`config.mk`:
```
export PLATFORM = sky130hd
export DESIGN_NAME = scl_timeout_mon
export DESIGN_NICKNAME = d
export VERILOG_FILES = /design/src/rtl/scl_to_pkg.sv /design/src/rtl/scl_to_rst_sync.sv /design/src/rtl/scl_to_sync_edge.sv /design/src/rtl/scl_to_counter.sv /design/src/rtl/scl_timeout_mon.sv
export SDC_FILE = /design/constraint.sdc
export NUM_CORES = 1
export LEC_CHECK = 0
export CORE_ASPECT_RATIO = 0.9
export CORE_MARGIN = 2
export CORE_UTILIZATION = 55
export DETAILED_ROUTE_END_ITERATION = 8
export PLACE_DENSITY = 0.81
export SLEW_MARGIN = 5
export SYNTH_ARGS = -nofsm -noshare
export SYNTH_HDL_FRONTEND = slang
export SYNTH_HIERARCHICAL = 1
export SYNTH_SLANG_ARGS = --single-unit
```
`constraint.sdc`:
```
create_clock -name clk -period 1 [get_ports clk]
set_input_delay 0.3 -clock clk [delete_from_list [all_inputs] [get_ports clk]]
set_output_delay 0.3 -clock clk [all_outputs]
set_load 0.05 [all_outputs]
```
`src/rtl/scl_to_pkg.sv`:
```
package scl_to_pkg;
  localparam int unsigned LIMIT_W_DEF = 8;
  localparam int unsigned SYNC_STAGES_DEF = 2;

  typedef struct packed {
    logic low;
    logic fall;
  } scl_evt_t;
endpackage

```
`src/rtl/scl_to_rst_sync.sv`:
```
module scl_to_rst_sync #(
  parameter int unsigned STAGES = 2
) (
  input  logic clk,
  input  logic rst_n,
  output logic rst_n_sync
);
  logic [STAGES-1:0] chain_q;

  always_ff @(posedge clk or negedge rst_n) begin
    if (!rst_n) chain_q <= '0;
    else        chain_q <= {chain_q[STAGES-2:0], 1'b1};
  end

  assign rst_n_sync = chain_q[STAGES-1];
endmodule

```
`src/rtl/scl_to_sync_edge.sv`:
```
module scl_to_sync_edge
  import scl_to_pkg::*;
#(
  parameter int unsigned STAGES = SYNC_STAGES_DEF
) (
  input  logic     clk,
  input  logic     rst_n,
  input  logic     scl_raw,
  output scl_evt_t evt
);
  localparam int unsigned DEPTH = STAGES + 1;

  logic [DEPTH-1:0] sh_q;
  logic [DEPTH-1:0] sh_d;

  always_comb begin
    sh_d = {sh_q[DEPTH-2:0], scl_raw};
  end

  generate
    for (genvar i = 0; i < DEPTH; i++) begin : g_stage
      always_ff @(posedge clk or negedge rst_n) begin
        if (!rst_n) sh_q[i] <= 1'b1;
        else        sh_q[i] <= sh_d[i];
      end
    end
  endgenerate

  always_comb begin
    evt.low  = ~sh_q[STAGES-1];
    evt.fall = sh_q[STAGES] & ~sh_q[STAGES-1];
  end
endmodule

```
`src/rtl/scl_to_counter.sv`:
```
module scl_to_counter
  import scl_to_pkg::*;
#(
  parameter int unsigned LIMIT_W = LIMIT_W_DEF
) (
  input  logic               clk,
  input  logic               rst_n,
  input  logic               enable,
  input  logic [LIMIT_W-1:0] limit,
  input  logic               start_req,
  input  logic               bit_tick,
  input  scl_evt_t           evt,
  output logic               expire
);
  logic [LIMIT_W-1:0] cnt_q, cnt_d;
  logic               done_q, done_d;
  logic               active, restart, step, reached;

  always_comb begin
    active  = enable & (|limit);
    restart = start_req | evt.fall;
    step    = bit_tick & evt.low & ~done_q;
    reached = (cnt_q >= limit);
    expire  = active & ~restart & step & reached;

    cnt_d  = cnt_q;
    done_d = done_q;
    if (!active || restart) begin
      cnt_d  = '0;
      done_d = 1'b0;
    end else if (step) begin
      if (reached) done_d = 1'b1;
      else         cnt_d  = cnt_q + 1'b1;
    end
  end

  always_ff @(posedge clk or negedge rst_n) begin
    if (!rst_n) begin
      cnt_q  <= '0;
      done_q <= 1'b0;
    end else begin
      cnt_q  <= cnt_d;
      done_q <= done_d;
    end
  end

  a_r6_fall_restarts: assert property (@(posedge clk) disable iff (!rst_n)
    evt.fall |=> (cnt_q == '0 && !done_q));

  a_r7_high_holds: assert property (@(posedge clk) disable iff (!rst_n)
    (active && !evt.low && !restart) |=> $stable(cnt_q));

  a_r9_saturate: assert property (@(posedge clk) disable iff (!rst_n)
    (done_q && active && !restart) |=> done_q);

  a_r3_idle_empty: assert property (@(posedge clk) disable iff (!rst_n)
    !enable |=> (cnt_q == '0 && !done_q));
endmodule

```
`src/rtl/scl_timeout_mon.sv`:
```
module scl_timeout_mon
  import scl_to_pkg::*;
#(
  parameter int unsigned LIMIT_W     = LIMIT_W_DEF,
  parameter int unsigned SYNC_STAGES = SYNC_STAGES_DEF
) (
  input  logic               clk,
  input  logic               rst_n,
  input  logic               master_mode,
  input  logic [LIMIT_W-1:0] to_limit,
  input  logic               start_req,
  input  logic               bit_tick,
  input  logic               scl_in,
  input  logic               irq_clr,
  output logic               timeout_irq
);
  logic     rst_ns;
  scl_evt_t evt;
  logic     expire;
  logic     irq_q, irq_d;

  scl_to_rst_sync #(.STAGES(2)) u_rst (
    .clk        (clk),
    .rst_n      (rst_n),
    .rst_n_sync (rst_ns)
  );

  scl_to_sync_edge #(.STAGES(SYNC_STAGES)) u_sync (
    .clk     (clk),
    .rst_n   (rst_ns),
    .scl_raw (scl_in),
    .evt     (evt)
  );

  scl_to_counter #(.LIMIT_W(LIMIT_W)) u_cnt (
    .clk       (clk),
    .rst_n     (rst_ns),
    .enable    (master_mode),
    .limit     (to_limit),
    .start_req (start_req),
    .bit_tick  (bit_tick),
    .evt       (evt),
    .expire    (expire)
  );

  always_comb begin
    irq_d = irq_q;
    if (irq_clr) irq_d = 1'b0;
    if (expire)  irq_d = 1'b1;
  end

  always_ff @(posedge clk or negedge rst_ns) begin
    if (!rst_ns) irq_q <= 1'b0;
    else         irq_q <= irq_d;
  end

  assign timeout_irq = irq_q;

  a_r1_reset_clear: assert property (@(posedge clk)
    !rst_ns |=> !timeout_irq);

  a_r2_zero_off: assert property (@(posedge clk) disable iff (!rst_ns)
    (to_limit == '0 && !timeout_irq) |=> !timeout_irq);

  a_r3_slave_off: assert property (@(posedge clk) disable iff (!rst_ns)
    (!master_mode && !timeout_irq) |=> !timeout_irq);

  a_r8_sticky: assert property (@(posedge clk) disable iff (!rst_ns)
    (timeout_irq && !irq_clr) |=> timeout_irq);

  a_r8_set_wins: assert property (@(posedge clk) disable iff (!rst_ns)
    expire |=> timeout_irq);
endmodule

```
Yosys cells after proc, flatten, opt, wreduce, memory -nomap -nowiden
Cells that the tools add are included.
{"block": "op_classes", "add_sub_neg": 1, "magnitude_cmp": 1, "n_eq_ne": 1, "muxes": 8, "n_bitwise": 11, "n_reduce_logical": 8}
{"operator": "two-way mux 8 bit", "count": 3}
{"operator": "adder 8 x 1 -> 8 bit, second input constant", "count": 1}
{"operator": ">= comparator 8 bit", "count": 1}
{"operator": "OR reduction 8 bit", "count": 1}
{"operator": "bitwise AND 1 bit", "count": 7}
{"operator": "nonzero test 2 bit", "count": 3}
{"operator": "two-way mux 1 bit", "count": 5}
{"operator": "AND reduction 2 bit", "count": 2}
{"operator": "inverter 1 bit", "count": 3}
{"operator": "!= test 2 bit, second input constant", "count": 1}
{"operator": "zero test 1 bit", "count": 1}
{"operator": "logical OR 1 bit", "count": 1}
{"operator": "OR 1 bit", "count": 1}
{"block": "totals", "reg_bits": 15, "input_bits": 15, "out_inout_bits": 1, "wordCells": 37}

Logic depth before layout (Yosys ltp)
Gate-level depths: netlist of the first run.
{"block": "depth", "word_depth": 8, "mapped_depth": 8, "depth_no_buf": 8}

Hierarchy
The synthesis of the first run kept the hierarchy.
{"mod": "scl_to_counter", "instances": 1, "cells_per_inst": 89, "area_each_um2": 777.0}
{"mod": "scl_to_sync_edge", "instances": 1, "cells_per_inst": 5, "area_each_um2": 88.8}
{"mod": "scl_to_rst_sync", "instances": 1, "cells_per_inst": 3, "area_each_um2": 53.8}
{"mod": "scl_timeout_mon", "instances": 1, "cells_per_inst": 3, "area_each_um2": 36.3}

Worst setup path before layout of the first run
No wires, ideal clock.
{"block": "synth_path", "path_kind": "register to register", "startpoint": "reg u_cnt.cnt_q[2]", "endpoint": "reg u_cnt.cnt_q[2]", "setup_time_ns": 0.078, "t_arrival_ns": 1.818, "path_slack_ns": -0.896, "path_stages_with_launch": 8, "synth_period_minus_slack_ns": 1.896, "cell_sequence": "dfrtp_1 ha_1 a21oi_2 o21ai_1 and4_4 buf_6 or4_1 a21boi_1"}
{"block": "synth_via", "elab_chain_cells": 4}
{"element": "start: declaration", "line_no": "scl_to_counter.sv:15", "source": "logic [LIMIT_W-1:0] cnt_q, cnt_d;"}
{"element": "start signal: assignment", "line_no": "scl_to_counter.sv:42", "source": "cnt_q <= cnt_d;"}
{"element": "adder 8 x 1 -> 8 bit", "line_no": "scl_to_counter.sv:33", "source": "else cnt_d = cnt_q + 1'b1;"}
{"element": "two-way mux 8 bit", "line_no": "scl_to_counter.sv:32", "source": "if (reached) done_d = 1'b1;"}
{"element": "two-way mux 8 bit", "line_no": "scl_to_counter.sv:31", "source": "end else if (step) begin"}
{"element": "two-way mux 8 bit", "line_no": "scl_to_counter.sv:28", "source": "if (!active || restart) begin"}
Parallel ways exist; a longest one is shown, timed or not. The select of a mux whose other input is x is not followed.
A chain may end at the register's enable or synchronous reset.

Worst setup path after layout of the first run
{"block": "layout_path", "startpoint": "reg u_cnt.cnt_q[6]", "endpoint": "reg u_cnt.cnt_q[2]"}
{"block": "layout_via", "elab_chain_cells": 3}
{"element": ">= comparator 8 bit", "line_no": "scl_to_counter.sv:23", "source": "reached = (cnt_q >= limit);"}
{"element": "!= test 2 bit (no line)"}
{"element": "AND reduction 2 bit (no line)"}
Every way passes these cells.

==> flow_summary.json, run 1 <==
{
  "syn_area_um2": 956,
  "synth_ff_type": "dfrtp_1",
  "peakVddDrop_mv": 1.02,
  "synth_compound_area_share_pct": 12.7,
  "arrival_ps": 2170,
  "reg2reg_depth": 6,
  "cts_inserted_buffers": 3,
  "clockPowerShare_pct": 28.6,
  "place_inst": 157,
  "syn_avg_cell_area_um2": 9.56,
  "finalPower_mw": 1.23,
  "slew_violations": 0,
  "status": "finished with violations",
  "grt_usage_pct": 30.6,
  "combPwrFrac_pct": 19.7,
  "vias": 1114,
  "antenna_found_initial": 0,
  "internal_power_mw": 0.897,
  "dieHeight_um": 43.6,
  "synthAdderAreaFrac_pct": 11.8,
  "pin_count": 16,
  "cts_tree": "yes",
  "worstPathMaxFanout": 3,
  "fin_skew_ps": 1.60,
  "clockRootBuffer": "clkbuf_4",
  "synth_xor_area_share_pct": 0,
  "post-route-period-util_pct": 197,
  "vias_per_cell": 6.59,
  "layout_setup_ws_ps": -971,
  "dp_hpwl_mm": 1.78,
  "worstPathRequired_ps": 1200,
  "async_flop_share_pct": 100,
  "violations": "setup timing",
  "synth_cells": 100,
  "yosys_warnings": 6,
  "r2r-end": "u_cnt/cnt_q[2]",
  "maxCapViolCount": 0,
  "post-route-min-period_ps": 1970,
  "setup_tns_ps": -8030,
  "grt_remaining_overflow": 0,
  "finalHoldViolCount": 0,
  "rsz0062_at_grt": "true",
  "final_cells": 169,
  "power.switching_mw": 0.329,
  "wl_mm": 4.10,
  "synth_area_leaders": "dfrtp_1 31%, ha_1 12%, dfstp_2 8.2%",
  "nets": 170,
  "synth_edf_count": 0,
  "start_util_pct": 58.1,
  "die_width_um": 47.9,
  "ys_types": 30,
  "dieArea_um2": 2090,
  "clockBufferDepth": 2,
  "first_global_vias": 951,
  "grt_max_degree": 10,
  "cellPowerDensity_nw_per_um2": 776,
  "endpoint_kind": "register",
  "seq_area_um2": 379,
  "synthSimpleGateAreaFrac_pct": 23.2,
  "clkTransAtPathRegs_ps": 90,
  "cts_sinks": 15,
  "drtAntennaViolNets": 0,
  "htreeDepth": 1,
  "ys_seq_elements": 15,
  "area_delta_synth_final_pct": 65.4,
  "synth_common_cells": "12 x dfrtp_1, 11 x inv_1, 10 x nand2_1, 9 x ha_1, 6 x mux2i_1",
  "io_buffers": 15,
  "multi_input_area_um2": 707,
  "hold_buffers": 0,
  "gp_congestion": 0.841,
  "post-place-ws_ps": -1180,
  "regToRegSetupSlack_ps": -970,
  "switching_share_pct": 26.9,
  "path_class": "register to register",
  "insertion_delay_ps": 280,
  "yosys.area.top_type": "dfrtp_1",
  "synth_top_family_by_area": "simple AND/OR/NAND/NOR gates",
  "wl_per_cell_um": 24.3,
  "p_leak_nw": 0.703,
  "synth_top_area_share_pct": 31.4,
  "core_um2": 1650,
  "fillers": 36,
  "synth_seq_area_share_pct": 39.7,
  "r2r_start": "u_cnt/cnt_q[6]",
  "synth_nets": 124,
  "hp-class": "register to asynchronous set/reset pin",
  "setup_viol": 11,
  "antennaDiodeCount": 0,
  "drive_gt1_share_pct": 44.8,
  "final_util_pct": 96.0,
  "grt_pass1_wl_mm": 4.30,
  "p_seq_share_pct": 51.7,
  "yosysMostFrequentCell": "dfrtp_1",
  "rows": 14,
  "worstSetupStartpointType": "register",
  "synth_mux_area_share_pct": 6.28,
  "drc": 0,
  "drt_iter0_drc": 78,
  "drt-pass1-iter-count": 4,
  "max_freq_mhz": 507
}
[metrics by stage]
| step | hold slack, ps | cell area (µm²) |
|---|---|---|
| 5_1_grt | 134 | 1580 |
| 3_5_place_dp | 107 | 1350 |
| 2_1_floorplan | 4.41 | 1000 |
| 6_report | 118 | 1580 |
| 4_1_cts | 114 | 1490 |
| 3_3_place_gp | 97.3 | 1350 |
[cells by family (layout without fill, tap and decap cells)]
| logic type | count (synthesis) | in the layout |
|---|---|---|
| DFF | 15 | 15 |
| adders and majority gates | 9 | 9 |
| other | 1 | 1 |
| muxes | 6 | 6 |
| buffers and inverters | 13 | 58 |
| and+or+nand+nor | 41 | 41 |
| AOI/OAI and AO/OA | 15 | 15 |
[layout by cell type (no fill, tap or decap), types with 2 or more instances in the layout]
cell type	Yosys	final
a21o_1	2	2
a21oi_2	1	2
a21oi_4	0	2
and3_1	2	2
buf_12	0	3
buf_4	0	23
buf_6	1	3
clkbuf_4	0	3
clkdlybuf4s50_1	0	7
dfrtp_1	12	12
dfstp_2	3	3
dlygate4sd2_1	0	7
ha_1	9	4
ha_4	0	5
inv_1	11	7
inv_2	0	4
mux2i_1	6	6
nand2_1	10	9
nand2b_1	5	5
nand3_1	5	4
nand4_1	4	4
nor2_1	2	2
nor3_4	0	5
o21ai_2	0	2
[registers in the layout (all words and copies together), names as in the netlist]
signal and count:
u_cnt/cnt_q 8, u_sync/sh_d 2, u_cnt/done_q 1, timeout_irq 1, u_sync/sh_q 1, u_rst/chain_q 2
[critical path, stage by stage, from the launching register on]
cell and delay [ps]:
dfrtp_1 450, ha_4 250, a21o_1 160, a21oi_2 180, o21ai_2 110, or4_1 520
a21boi_1 200
[power groups by stage]
stage,clock network [mW],registers (mW),logic [mW]
after floorplan,0,0.645,0.0737
after global placement,0,0.642,0.176
after detailed placement,0,0.643,0.184
after CTS,0.355,0.632,0.194
after global routing,0.381,0.636,0.262
final,0.351,0.634,0.242
[area by class of cell]
class	instances	area share [%]
Tap cell	24	1.90
Timing Repair Buffer	43	25.2
Clock buffer	4	1.66
Inverter	11	2.61
Sequential cell	15	24.0
Multi-Input combinational cell	72	44.7
[worst max path at each step]
| stage | start | to | slack (ps) | cells after the start |
|---|---|---|---|---|
| global placement | to_limit[4] | u_cnt/cnt_q[2] | -1140 | 7 |
| detailed placement | to_limit[6] | u_cnt/cnt_q[4] | -1180 | 9 |
| floorplan | u_cnt/cnt_q[5] | u_cnt/cnt_q[2] | -700 | 6 |
| CTS | u_cnt/cnt_q[6] | u_cnt/cnt_q[2] | -780 | 6 |
| finish | u_cnt/cnt_q[6] | u_cnt/cnt_q[2] | -970 | 6 |
| global route | u_cnt/cnt_q[0] | u_cnt/cnt_q[2] | -1090 | 7 |
[routing by layer]
metal  wire length (µm)  vias up  global-route usage, %
li1                   -      441                      -
met1               1410      521                   40.2
met2               1970      106                   47.5
met3                404       46                   5.42
met4                317        0                   16.2
met5                  0        -                      0
[timing repair]
action                     4_1_cts  5_1_grt
setup endpoints to repair       11       11
gates resized for setup         31        9
setup buffers                    2        6
pin swaps                       13        6
Note: power is estimated with default switching activity, not from simulation.
==> run 2: changes to the inputs <==
--- a/config.mk
+++ b/config.mk
@@ -9,9 +9,7 @@
 export CORE_MARGIN = 2
 export CORE_UTILIZATION = 55
 export DETAILED_ROUTE_END_ITERATION = 8
-export PLACE_DENSITY = 0.81
-export SLEW_MARGIN = 5
+export PLACE_DENSITY = 0.82
 export SYNTH_ARGS = -nofsm -noshare
 export SYNTH_HDL_FRONTEND = slang
-export SYNTH_HIERARCHICAL = 1
 export SYNTH_SLANG_ARGS = --single-unit
==> run 2 against run 1 <==
Net effect:
- synthesized cell count decreased by 6.0%
- area after synthesis decreased by 4.1%
- the flow now stops in global routing
==> flow_summary.json, run 2 <==
{
  "status": "aborted with a tool error",
  "lastStage": "global routing",
  "error_line": "[ERROR DPL-0038] Utilization greater than 100%, impossible to legalize",
  "ys_seq_elements": 15,
  "synth_ff_type": "dfrtp_1",
  "gp_congestion": 0.861,
  "syn_area_um2": 917,
  "cts_inserted_buffers": 3,
  "clockBufferDepth": 2,
  "synth_common_cells": "12 x dfrtp_1, 10 x inv_1, 9 x ha_1, 8 x a21oi_1, 5 x nand2_1",
  "synth_nets": 118,
  "synth_top_area_share_pct": 32.7,
  "htreeDepth": 1,
  "pin_count": 16,
  "yosysMostFrequentCell": "dfrtp_1",
  "synth_edf_count": 0,
  "grt-worst-endpoint": "u_cnt.cnt_q[4]$_DFFE_PN0P_/D",
  "start_util_pct": 61.3,
  "die_width_um": 47.0,
  "worst_endpoint_kind": "register data pin",
  "synth_cells": 94,
  "yosys_warnings": 0,
  "dp_hpwl_mm": 1.96,
  "io_buffers": 15,
  "cts_sinks": 15,
  "synth_area_leaders": "dfrtp_1 33%, ha_1 12%, dfstp_2 8.6%",
  "grt_max_degree": 11,
  "yosys.area.top_type": "dfrtp_1",
  "dieHeight_um": 42.7,
  "ys_types": 31,
  "rows": 13,
  "syn_avg_cell_area_um2": 9.76,
  "clockRootBuffer": "clkbuf_4",
  "async_flop_share_pct": 100,
  "synth_seq_area_share_pct": 41.3
}
run 2: through the flow:
step / hold WS (ps) / setup WS (ps) / instance area (µm²) / std cells / utilization [%]
2_1_floorplan: 4.41 / -1060 / 920 / 94 / -
3_3_place_gp: 47.7 / -1410 / 1300 / 156 / 86.8
3_5_place_dp: 63.2 / -1520 / 1300 / 156 / 86.8
4_1_cts: 69.9 / -1160 / 1400 / 163 / 93.6
run 2: kinds of logic after synthesis:
group,after synthesis,synth area share (%)
adders and majority gates,9,12.3
other,1,0.409
DFF,15,41.3
AOI/OAI and AO/OA,26,21.6
and+or+nand+nor,30,18.3
buffers and inverters,13,6.14
run 2: timing repair:
item                       4_1_cts
pin swaps                        7
gates resized for setup         17
hold buffers                     0
setup buffers                    3
setup endpoints to repair       11
==> run 3: changes to the inputs <==
--- a/config.mk
+++ b/config.mk
@@ -5,11 +5,10 @@
 export SDC_FILE = /design/constraint.sdc
 export NUM_CORES = 1
 export LEC_CHECK = 0
-export CORE_ASPECT_RATIO = 0.9
-export CORE_MARGIN = 2
-export CORE_UTILIZATION = 55
+export CORE_AREA = 2 2 63 65
 export DETAILED_ROUTE_END_ITERATION = 8
-export PLACE_DENSITY = 0.82
+export DIE_AREA = 0 0 65 67
+export PLACE_DENSITY_LB_ADDON = 0.15
 export SYNTH_ARGS = -nofsm -noshare
 export SYNTH_HDL_FRONTEND = slang
 export SYNTH_SLANG_ARGS = --single-unit
==> run 3 against run 2 <==
Net effect:
- the flow now finishes, with violations (setup timing)
- synthesized cell count unchanged
- area after synthesis unchanged
==> flow_summary.json, run 3 <==
{
  "status": "finished with violations",
  "violations": "setup timing",
  "drive_gt1_share_pct": 46.1,
  "worstPathRequired_ps": 1130,
  "vias": 881,
  "dieHeight_um": 67,
  "largest_reg_flops": 8,
  "drt-pass1-iter-count": 4,
  "critPathMaxStageDelay_ps": 540,
  "synth_nets": 118,
  "grt_pass1_wl_mm": 3.89,
  "wl_mm": 2.43,
  "top_register": "u_cnt.cnt_q",
  "power.switching_mw": 0.312,
  "dieArea_um2": 4360,
  "synth_ff_type": "dfrtp_1",
  "syn_avg_cell_area_um2": 9.76,
  "rows": 22,
  "fillers": 348,
  "fin_skew_ps": 1.73,
  "post-route-min-period_ps": 2050,
  "worst-path-buf-inv": 1,
  "wl_per_cell_um": 12.8,
  "clockPowerShare_pct": 36.6,
  "ys_seq_elements": 15,
  "drc": 0,
  "p_leak_nw": 0.676,
  "area_delta_synth_final_pct": 66.7,
  "cp_top_family": "compound AO/OA/AOI/OAI gates",
  "synth_area_leaders": "dfrtp_1 33%, ha_1 12%, dfstp_2 8.6%",
  "dp_hpwl_mm": 1.86,
  "htreeDepth": 1,
  "synth_seq_area_share_pct": 41.3,
  "startpoint": "u_cnt.cnt_q[2]",
  "worstPathMaxFanout": 8,
  "cp.depth": 7,
  "die_width_um": 65,
  "yosys.area.top_type": "dfrtp_1",
  "antenna_found_initial": 0,
  "syn_area_um2": 917,
  "p_seq_share_pct": 46.9,
  "vias_per_cell": 4.66,
  "path_class": "register to register",
  "yosysMostFrequentCell": "dfrtp_1",
  "rsz0062_at_grt": "true",
  "endpoint": "u_cnt.cnt_q[4]",
  "start_util_pct": 25.4,
  "pin_count": 16,
  "endpoint_kind": "register",
  "cts_inserted_buffers": 3,
  "drtAntennaViolNets": 0,
  "reg2reg_depth": 7,
  "switching_share_pct": 23.2,
  "critical_path.cell_chain": "ha_2 -> or4_4 -> a21oi_4 -> o31ai_4 -> buf_6 -> o31ai_1 -> a21oi_2",
  "gp_congestion": 0.765,
  "combPwrFrac_pct": 16.5,
  "drt_iter0_drc": 9,
  "layout_setup_ws_ps": -1050,
  "slew_violations": 0,
  "cts_sinks": 15,
  "hp-class": "register to asynchronous set/reset pin",
  "setup_viol": 11,
  "cellPowerDensity_nw_per_um2": 879,
  "mostFrequentLayoutCell": "buf_4",
  "core_um2": 3610,
  "maxCapViolCount": 0,
  "nets": 166,
  "synth_edf_count": 0,
  "synth_common_cells": "12 x dfrtp_1, 10 x inv_1, 9 x ha_1, 8 x a21oi_1, 5 x nand2_1",
  "final_area_um2": 1530,
  "antennaDiodeCount": 0,
  "cts_tree": "yes",
  "peakVddDrop_mv": 0.558,
  "ys_types": 31,
  "grt_max_degree": 9,
  "grt_remaining_overflow": 0,
  "clockBufferDepth": 2,
  "r2r_start": "u_cnt.cnt_q[2]",
  "regToRegSetupSlack_ps": -1050,
  "place_area_um2": 1340,
  "whs_ps": 153,
  "synth_cells": 94,
  "finalPower_mw": 1.34,
  "r2r-end": "u_cnt.cnt_q[4]",
  "post-route-period-util_pct": 205,
  "worstSetupStartpointType": "register",
  "clkTransAtPathRegs_ps": 60,
  "arrival_ps": 2180,
  "finalHoldViolCount": 0,
  "first_global_vias": 904,
  "max_freq_mhz": 488,
  "insertion_delay_ps": 250,
  "synth_top_area_share_pct": 32.7,
  "yosys_warnings": 0,
  "internal_power_mw": 1.03,
  "io_buffers": 15,
  "async_flop_share_pct": 100,
  "final_cell_mix": "28 x buf_4, 12 x dfrtp_1, 10 x inv_1",
  "grt_usage_pct": 11.9,
  "final_util_pct": 42.4,
  "cp_slowest_cell": "or4_4",
  "clockRootBuffer": "clkbuf_8"
}
## run 3: timing repair
action,CTS,global route
pin swaps,5,5
endpoints found under the setup margin,11,11
setup buffers,2,2
gates resized for setup,12,16
hold buffers,0,0
## run 3: stage by stage
| step | setup TNS (ps) | setup slack (ps) | instances |
|---|---|---|---|
| finish | -9830 | -1050 | 189 |
| global route | -10460 | -1130 | 189 |
| CTS | -9910 | -1050 | 187 |
| detailed placement | -13710 | -1440 | 181 |
| global placement | -13450 | -1440 | 181 |
| floorplan | -8760 | -1060 | 94 |
## run 3: layout make-up
cell class	count	area (µm²)	area share [%]
Multi-Input combinational cell	66	597	39.0
Inverter	10	37.5	2.45
Sequential cell	15	379	24.8
Clock buffer	4	45.0	2.95
Tap cell	48	60.1	3.93
Timing Repair Buffer	46	410	26.8
## run 3: worst min-delay path by stage
stage | startpoint | to | slack, ps
5_1_grt | u_rst.chain_q[1] | u_cnt.cnt_q[4] | 180
4_1_cts | u_rst.chain_q[1] | u_cnt.cnt_q[4] | 160
3_3_place_gp | u_rst.chain_q[1] | u_cnt.cnt_q[4] | 160
3_5_place_dp | u_rst.chain_q[1] | u_cnt.cnt_q[4] | 150
6_report | u_rst.chain_q[1] | u_cnt.cnt_q[4] | 150
2_1_floorplan | rst_n | u_rst.chain_q[0] | 4
## run 3: worst reg2reg max path, delay by kind of cell (launching register included)
| kind | cells | cell delay [ps] |
|---|---|---|
| compound gates | 4 | 670 |
| simple gates | 1 | 540 |
| flops | 1 | 390 |
| fa+ha+maj | 1 | 180 |
| buf+inv | 1 | 150 |
## run 3: kinds of logic after synthesis
group	Yosys count	share of synthesized area (%)
DFF	15	41.3
adders and majority gates	9	12.3
and+or+nand+nor	30	18.3
AOI/OAI and AO/OA	26	21.6
buffers and inverters	13	6.14
other	1	0.409
## run 3: layer usage
metal | wire (µm) | vias to the layer above | GRT usage (%)
met5 | 0 | - | 0
met4 | 29 | 0 | 5.59
met3 | 75 | 4 | 2.20
met2 | 1210 | 13 | 20.5
met1 | 1120 | 421 | 14.2
li1 | - | 443 | -
## run 3: power by group through the flow
| stage | logic (mW) | registers, mW | clock network [mW] |
|---|---|---|---|
| floorplan | 0.0634 | 0.645 | 0 |
| CTS | 0.204 | 0.630 | 0.514 |
| detailed placement | 0.196 | 0.640 | 0 |
| global placement | 0.192 | 0.640 | 0 |
| global route | 0.244 | 0.631 | 0.552 |
| finish | 0.222 | 0.630 | 0.492 |
==> run 4: changes to the inputs <==
--- a/config.mk
+++ b/config.mk
@@ -12,3 +12,4 @@
 export SYNTH_ARGS = -nofsm -noshare
 export SYNTH_HDL_FRONTEND = slang
 export SYNTH_SLANG_ARGS = --single-unit
+export TNS_END_PERCENT = 1
==> run 4 against run 3 <==
Net effect:
- combinational power down 2%
- the run still ends with setup timing left
- register-to-register slack about the same
- final cell count unchanged
- clock power up 1%
- routed wire length up 0.91%
- largest cell class unchanged
- sequential power about the same
- die area unchanged
==> flow_summary.json, run 4 (synthesis results as in run 3) <==
{
  "fin_skew_ps": 0.928,
  "status": "finished with violations",
  "rsz0062_at_grt": "true",
  "vias_per_cell": 4.74,
  "r2r-end": "u_cnt.cnt_q[4]",
  "cp.depth": 6,
  "cts_sinks": 15,
  "clkTransAtPathRegs_ps": 60,
  "cts_tree": "yes",
  "drtAntennaViolNets": 0,
  "top_register": "u_cnt.cnt_q",
  "io_buffers": 15,
  "wl_mm": 2.45,
  "mostFrequentLayoutCell": "buf_4",
  "clockRootBuffer": "clkbuf_8",
  "cp_slowest_cell": "or4_4",
  "r2r_start": "u_cnt.cnt_q[1]",
  "critical_path.cell_chain": "ha_2 -> or4_4 -> a21oi_4 -> o31ai_4 -> or4_4 -> a21oi_2",
  "worstSetupStartpointType": "register",
  "grt_remaining_overflow": 0,
  "hp-class": "register to asynchronous set/reset pin",
  "dieHeight_um": 67,
  "drive_gt1_share_pct": 43.3,
  "worstPathRequired_ps": 1180,
  "drt_iter0_drc": 20,
  "regToRegSetupSlack_ps": -1050,
  "antenna_found_initial": 0,
  "insertion_delay_ps": 250,
  "endpoint_kind": "register",
  "drt-pass1-iter-count": 4,
  "grt_pass1_wl_mm": 4.08,
  "p_leak_nw": 0.677,
  "worstPathMaxFanout": 8,
  "critPathMaxStageDelay_ps": 540,
  "dieArea_um2": 4360,
  "htreeDepth": 1,
  "post-route-period-util_pct": 205,
  "post-route-min-period_ps": 2050,
  "nets": 166,
  "core_um2": 3610,
  "start_util_pct": 25.4,
  "setup_tns_ps": -9440,
  "violations": "setup timing",
  "worst-path-buf-inv": 0,
  "final_util_pct": 42.5,
  "dp_hpwl_mm": 1.82,
  "grt_usage_pct": 12.5,
  "final_cell_mix": "30 x buf_4, 12 x dfrtp_1, 10 x inv_1, 10 x clkdlybuf4s50_1, 5 x nand2_1",
  "antennaDiodeCount": 0,
  "cts_inserted_buffers": 3,
  "clockBufferDepth": 2,
  "max_freq_mhz": 487,
  "cp_top_family": "simple AND/OR/NAND/NOR gates",
  "maxCapViolCount": 0,
  "die_width_um": 65,
  "grt_max_degree": 14,
  "area_delta_synth_final_pct": 67.3,
  "cellPowerDensity_nw_per_um2": 876,
  "pin_count": 16,
  "setup_viol": 11,
  "layout_setup_ws_ps": -1050,
  "path_common_cell": "or4_4",
  "first_global_vias": 936,
  "finalHoldViolCount": 0,
  "peakVddDrop_mv": 0.537,
  "path_class": "register to register",
  "drc": 0,
  "rows": 22,
  "place_area_um2": 1350,
  "vias": 896,
  "wl_per_cell_um": 13.0,
  "gp_congestion": 0.765,
  "arrival_ps": 2230,
  "reg2reg_depth": 6,
  "final_area_um2": 1530,
  "largest_reg_flops": 8,
  "hold_buffers": 0,
  "slew_violations": 0,
  "post-place-ws_ps": -1570
}
## run 4: cell count changes in the layout (fill, tap and decap cells not counted), moves of 2 or more
cell	previous run	this run
a21oi_2	7	4
a21oi_1	2	4
ha_2	4	2
buf_4	28	30
or4_1	0	2
or4_4	4	2
ha_4	2	4
## run 4: power by group
| group | switching, mW | internal [mW] | total, mW |
|---|---|---|---|
| Sequential | 0.00483 | 0.624 | 0.628 |
| Clock | 0.216 | 0.283 | 0.499 |
| Combinational | 0.0988 | 0.118 | 0.217 |
## run 4: final cells by class
class	instances	area [µm²]
inverter	10	37.5
tap	48	60.1
fill	359	2070
multi-input combinational	66	621
sequential	15	379
clock buffer	4	45.0
timing repair buffer	46	392
## run 4: layer usage
metal	up-vias	wire [µm]	track usage [%]
met3	6	97	2.70
li1	439	-	-
met4	0	43	6.38
met5	-	0	0
met1	432	1150	14.7
met2	19	1160	21.1
## run 4: how the worst max path moves through the flow
stage	slack, ps	endpoint	from
floorplan	-1060	u_cnt.cnt_q[4]	u_cnt.cnt_q[2]
global placement	-1540	u_cnt.cnt_q[5]	to_limit[2]
detailed placement	-1570	u_cnt.cnt_q[5]	to_limit[3]
CTS	-1080	u_cnt.cnt_q[4]	u_cnt.cnt_q[1]
global route	-1110	u_cnt.cnt_q[4]	u_cnt.cnt_q[1]
finish	-1050	u_cnt.cnt_q[4]	u_cnt.cnt_q[1]
## run 4: repair_timing
item / CTS / global route
pin swaps: 8 / 5
resized for setup: 17 / 10
gates cloned: 0 / 0
setup endpoints to repair: 11 / 11
setup buffers: 1 / 0
## run 4: per-stage QoR
stage                     std cells  power, mW  hold slack [ps]
after floorplan                  94      0.709             4.41
after global placement          185      0.826              171
after detailed placement        185      0.829              175
after CTS                       189       1.36              180
after global routing            189       1.42              197
final                           189       1.34              169
